$ cat config.mk
export PLATFORM = sky130hd
export DESIGN_NAME = restoring_divider
export DESIGN_NICKNAME = d
export VERILOG_FILES = /design/src/rtl/divu_pkg.sv /design/src/rtl/div_ctrl.sv /design/src/rtl/div_dpath.sv /design/src/rtl/restoring_divider.sv
export SDC_FILE = /design/constraint.sdc
export NUM_CORES = 1
export LEC_CHECK = 0
export BUFFER_PORTS_ARGS = -buffer_cell sky130_fd_sc_hd__buf_4
export CORE_MARGIN = 2
export CORE_UTILIZATION = 51
export DETAILED_ROUTE_END_ITERATION = 10
export PLACE_DENSITY = 0.78
export SETUP_SLACK_MARGIN = 0.05
export SYNTH_ARGS = -nofsm -noshare
export SYNTH_HDL_FRONTEND = slang
export SYNTH_SLANG_ARGS = --single-unit
$ cat constraint.sdc
create_clock -name clk -period 2.95 [get_ports clk]
set_input_delay 0.1475 -clock clk [delete_from_list [all_inputs] [get_ports clk]]
set_output_delay 0.1475 -clock clk [all_outputs]
set_load 0.05 [all_outputs]
$ cat src/rtl/divu_pkg.sv
package divu_pkg;
  // Strobes from the sequencer to the datapath; at most one is high per cycle.
  typedef struct packed {
    logic load;  // capture operands, apply the initial left shift
    logic step;  // one trial subtract plus shift
    logic fix;   // move the upper half right by one
  } divStrobe_t;
endpackage

$ cat src/rtl/div_ctrl.sv
module div_ctrl #(
  parameter int N = 32
) (
  input  logic                 clk,
  input  logic                 rstN,
  input  logic                 start,
  output divu_pkg::divStrobe_t strb,
  output logic                 busy,
  output logic                 done
);
  localparam int CW = (N > 2) ? $clog2(N) : 1;
  localparam logic [CW-1:0] LAST = CW'(N - 1);

  typedef enum logic [1:0] {S_IDLE, S_RUN, S_FIX} state_t;

  state_t        state;
  logic [CW-1:0] stepCount;

  always_comb begin
    strb      = '0;
    strb.load = (state == S_IDLE) && start;
    strb.step = (state == S_RUN);
    strb.fix  = (state == S_FIX);
  end

  assign busy = (state != S_IDLE);

  always_ff @(posedge clk) begin
    if (!rstN) begin
      state     <= S_IDLE;
      stepCount <= '0;
      done      <= 1'b0;
    end else begin
      done <= 1'b0;
      unique case (state)
        S_IDLE: if (start) begin
          state     <= S_RUN;
          stepCount <= '0;
        end
        S_RUN: begin
          if (stepCount == LAST) state <= S_FIX;
          else                   stepCount <= stepCount + 1'b1;
        end
        S_FIX: begin
          done  <= 1'b1;
          state <= S_IDLE;
        end
        default: state <= S_IDLE;
      endcase
    end
  end

  // done is a single-cycle pulse
  a_r3_done_pulse: assert property (@(posedge clk) disable iff (!rstN)
    done |=> !done);
  // done never overlaps busy
  a_r3_done_idle: assert property (@(posedge clk) disable iff (!rstN)
    done |-> !busy);
  // busy rises only because of a start request
  a_r2_busy_cause: assert property (@(posedge clk) disable iff (!rstN)
    $rose(busy) |-> $past(start));
endmodule

$ cat src/rtl/div_dpath.sv
module div_dpath #(
  parameter int N = 32
) (
  input  logic                 clk,
  input  logic                 rstN,
  input  divu_pkg::divStrobe_t strb,
  input  logic [N-1:0]         dividendIn,
  input  logic [N-1:0]         divisorIn,
  output logic [N-1:0]         quotient,
  output logic [N-1:0]         remainder,
  output logic                 divByZero
);
  localparam int UW = N + 1;  // upper half carries one guard bit
  localparam int TW = N + 2;  // trial difference keeps its sign bit

  logic [UW-1:0] upperQ;
  logic [N-1:0]  lowerQ;
  logic [N-1:0]  divisorQ;
  logic          zeroQ;

  logic [TW-1:0] trial;
  logic          fits;
  logic [UW-1:0] keptUpper;

  assign trial     = {1'b0, upperQ} - {2'b00, divisorQ};
  assign fits      = ~trial[TW-1];
  assign keptUpper = fits ? trial[UW-1:0] : upperQ;

  always_ff @(posedge clk) begin
    if (!rstN) begin
      upperQ   <= '0;
      lowerQ   <= '0;
      divisorQ <= '0;
      zeroQ    <= 1'b0;
    end else if (strb.load) begin
      upperQ   <= {{N{1'b0}}, dividendIn[N-1]};
      lowerQ   <= {dividendIn[N-2:0], 1'b0};
      divisorQ <= divisorIn;
      zeroQ    <= (divisorIn == '0);
    end else if (strb.step) begin
      upperQ <= {keptUpper[N-1:0], lowerQ[N-1]};
      lowerQ <= {lowerQ[N-2:0], fits};
    end else if (strb.fix) begin
      upperQ <= upperQ >> 1;
    end
  end

  assign quotient  = lowerQ;
  assign remainder = upperQ[N-1:0];
  assign divByZero = zeroQ;

  // running remainder stays below twice the divisor
  a_r4_partial_bound: assert property (@(posedge clk) disable iff (!rstN)
    (strb.step && !zeroQ) |-> ({1'b0, upperQ} < {1'b0, divisorQ, 1'b0}));
  // corrected remainder is below the divisor
  a_r4_rem_bound: assert property (@(posedge clk) disable iff (!rstN)
    (strb.fix && !zeroQ) |=> (remainder < divisorQ));
  // zero divisor yields an all-ones quotient
  a_r7_zero_quot: assert property (@(posedge clk) disable iff (!rstN)
    (strb.fix && zeroQ) |=> (quotient == {N{1'b1}}));
endmodule

$ cat src/rtl/restoring_divider.sv
module restoring_divider #(
  parameter int N = 32
) (
  input  logic         clk,
  input  logic         rstN,
  input  logic         start,
  input  logic [N-1:0] dividend,
  input  logic [N-1:0] divisor,
  output logic         busy,
  output logic         done,
  output logic [N-1:0] quotient,
  output logic [N-1:0] remainder,
  output logic         divByZero
);
  divu_pkg::divStrobe_t strb;

  div_ctrl #(.N(N)) ctrl_i (
    .clk  (clk),
    .rstN (rstN),
    .start(start),
    .strb (strb),
    .busy (busy),
    .done (done)
  );

  div_dpath #(.N(N)) dpath_i (
    .clk       (clk),
    .rstN      (rstN),
    .strb      (strb),
    .dividendIn(dividend),
    .divisorIn (divisor),
    .quotient  (quotient),
    .remainder (remainder),
    .divByZero (divByZero)
  );

  // results hold while idle without a request
  a_r5_hold: assert property (@(posedge clk) disable iff (!rstN)
    (!busy && !start) |=> ($stable(quotient) && $stable(remainder)));
endmodule

==> flow_summary.yaml <==
cts:
  cts_buffer_depth: 2
  clk_pin_slew_ps: 70
  h-tree-depth: 3
  numCtsBuffers: 9
  hold_buffers: 0
  clock_sinks: 106
  insertion_delay_ps: 360
  cts_tree: "built"
  root_buffer: "clkbuf_16"
power_and_ir_drop:
  p_per_area_nw_per_um2: 593
  ir_worst_vdd_mv: 0.387
  p_leak_uw: 0.00344
logic_synthesis:
  yosys.area_share.simple_pct: 16.3
  synth-xor-area-share_pct: 3.19
  synth-async-reset-ratio_pct: 0
  synth-main-ff-cell: "dfxtp_1"
  synth_compound_area_share_pct: 27.2
  synth_fa_ha_area_share_pct: 7.04
  yosys-mux-area-fraction_pct: 5.41
  yosys_register_bits: 106
  synth_edf_count: 0
  synth_fp_nets: 987
  ys_seq_area_share_pct: 30.9
  synth.distinct_cells: 61
  synth_top_family_by_area: "compound AO/OA/AOI/OAI gates"
  ys_warn_count: 0
  synth_area_um2: 6860
  syn-instance-count: 882
  syn_area_per_cell_um2: 7.78
global_routing:
  grt_pass1_wl_um: 31100
  grt_max_degree: 96
  antenna_found_initial: 0
  overflow: 0
  grt_pass1_vias: 6228
  grt.total_usage_pct: 26.6
critical_path:
  crit_fanout: 10
  r2r_start: "dpath_i.upperQ[8]"
  rr_worst_depth: 10
  rr_endpoint: "dpath_i.upperQ[4]"
  crit_arrival_ps: 2990
  worstSetupEndpointType: "register"
  crit_type: "register to register"
  required_ps: 3200
  cp-start-kind: "register"
  r2r_setup_slack_ps: 220
floorplan:
  initial_core_util_pct: 52.0
  core_um2: 13200
  ios: 134
  num_rows: 42
  fp.dieH_um: 120
  die_width_um: 120
  dieArea_um2: 14400
sta:
  slew_viol_final: 0
  setup_tns_ps: 0
  hold_viol_final: 0
  finClkSkew_ps: 11.1
  max_freq_mhz: 366
  setup_viol: 0
  whs_ps: 31.0
  tightest_slew_ps: 945
  finalCriticalPeriod_ps: 2730
  rsz0062_at_grt: "yes"
  min_period_over_period_pct: 92.6
  relSlewSlack_pct: 37.0
status:
  status: "completed"
finish:
  regArea_um2: 2120
  n_antenna_cell: 0
  fillCellCount: 1187
  area_delta_synth_final_pct: 20.5
  layout_common_cells: "buf_4 (162), dfxtp_1 (106), nand2_1 (94), a21oi_1 (81), nor2_1 (71)"
  drive_gt1_share_pct: 20.7
  final_cell_area_um2: 8270
  multi_input_comb_area_um2: 4150
  nNetsFinal: 1071
  final_common_cell: "buf_4"
drt:
  routed_wl_um: 19200
  via_per_inst: 5.81
  antenna_left: 0
  drt_iter0_drc: 537
  drc_errors: 0
  avgRoutedWirePerCell_um: 16.8
  drt_pre_antenna_iters: 7
  num_vias: 6664
min_path:
  hp-start: "dividend[31]"
  min_delay_path_depth: 3
  hp-class: "input port to register"
  min_to: "dpath_i.upperQ[0]"
placed_design:
  postPlaceCellArea_um2: 7830
  place_congestion: 0.987
  place_hpwl_um: 14100
  io_buffers: 133
flow_run:
  drv_cap: 0
## routing by layer
| metal | GRT usage [%] | wire (µm) |
|---|---|---|
| met1 | 35.4 | 8630 |
| met5 | 0 | 0 |
| met4 | 11.0 | 458 |
| met3 | 6.04 | 1510 |
| met2 | 41.7 | 8630 |
## stage by stage
stage	std cells	util (%)	power, µW	setup slack (ps)
global placement	1127	59.3	3470	113
detailed placement	1127	59.3	3470	105
global route	1147	62.7	5140	3.48
floorplan	882	-	2950	196
CTS	1143	61.9	4840	82.2
finish	1147	62.7	4910	217
## cells in the mapped netlist (3+ instances only)
library cell,n,share of area (%)
xnor2_1,18,2.3
a41oi_1,3,0.38
nand3_1,18,1.3
dfxtp_1,106,31
a31oi_1,9,0.82
a21o_1,5,0.55
a21oi_1,82,6.0
o211ai_1,18,2.0
nand2_1,95,5.2
o21ai_1,17,1.2
buf_4,33,3.6
xor2_1,7,0.89
nand2b_1,4,0.36
o31ai_1,8,0.88
nor2b_1,5,0.46
nor2_1,72,3.9
mux2i_1,36,5.3
o211a_1,5,0.73
o21ai_0,37,2.7
nand4_1,9,0.82
clkbuf_1,41,2.2
buf_2,9,0.66
a211oi_1,43,4.7
nor4_1,8,0.73
a221oi_1,3,0.38
o21bai_1,10,1.1
o21a_1,9,0.98
buf_1,6,0.33
inv_1,53,2.9
or4_1,3,0.33
a32o_1,3,0.44
and2_1,4,0.36
nor3_1,13,0.95
o32ai_1,7,0.89
and4_1,3,0.38
o221ai_1,8,1.0
or3_1,4,0.36
ha_1,37,6.7
## power by group
| part | switching [µW] | internal [µW] | total (µW) | leakage, µW |
|---|---|---|---|---|
| registers | 86.5 | 1530 | 1620 | 0.000869 |
| clock network | 572 | 801 | 1370 | 0.000165 |
| logic | 1180 | 739 | 1920 | 0.00241 |
| total | 1840 | 3070 | 4910 | 0.00344 |
## worst max-delay path: stages (launching register included)
cell and delay (ps):
dfxtp_1 360, ha_1 390, and4_1 270, nand2_1 60, a211o_1 270, a211oi_2 340
or4_4 230, nand2_4 110, buf_4 160, o311a_1 330, o32ai_1 120
## registers in the layout, indices dropped and copies added (netlist names)
name               cells
dpath_i.divByZero      1
ctrl_i.done            1
ctrl_i.state           2
dpath_i.upperQ        33
dpath_i.quotient      32
dpath_i.divisorQ      32
ctrl_i.stepCount       5
## worst max path at each step
stage | from | to | slack (ps) | depth (start not counted)
after floorplan | dpath_i.upperQ[0] | dpath_i.upperQ[31] | 200 | 12
after global placement | dpath_i.upperQ[0] | dpath_i.upperQ[17] | 110 | 13
after detailed placement | dpath_i.upperQ[0] | dpath_i.upperQ[31] | 100 | 13
after CTS | dpath_i.upperQ[0] | dpath_i.upperQ[31] | 80 | 13
after global routing | dpath_i.divisorQ[12] | dpath_i.upperQ[19] | 3 | 11
final | dpath_i.upperQ[8] | dpath_i.upperQ[4] | 220 | 10
## final cells by class
class / count / area share, %
clock buffer: 12 / 3.10
clock inverter: 4 / 0.969
inverter: 54 / 2.45
multi-input combinational: 632 / 50.2
sequential: 106 / 25.7
tap: 176 / 2.66
timing repair buffer: 163 / 15.0
## logic make-up after synthesis
logic type / count (synthesis)
AOI/OAI and AO/OA: 285
and+or+nand+nor: 247
buffers and inverters: 144
DFF: 106
adders and majority gates: 38
muxes: 37
xor gates and xnor gates: 25
## what timing repair did
action	CTS	global route
resized for setup	0	14
setup endpoints to repair	0	26
setup buffers	0	4
Power figures use the tool's default switching activity.
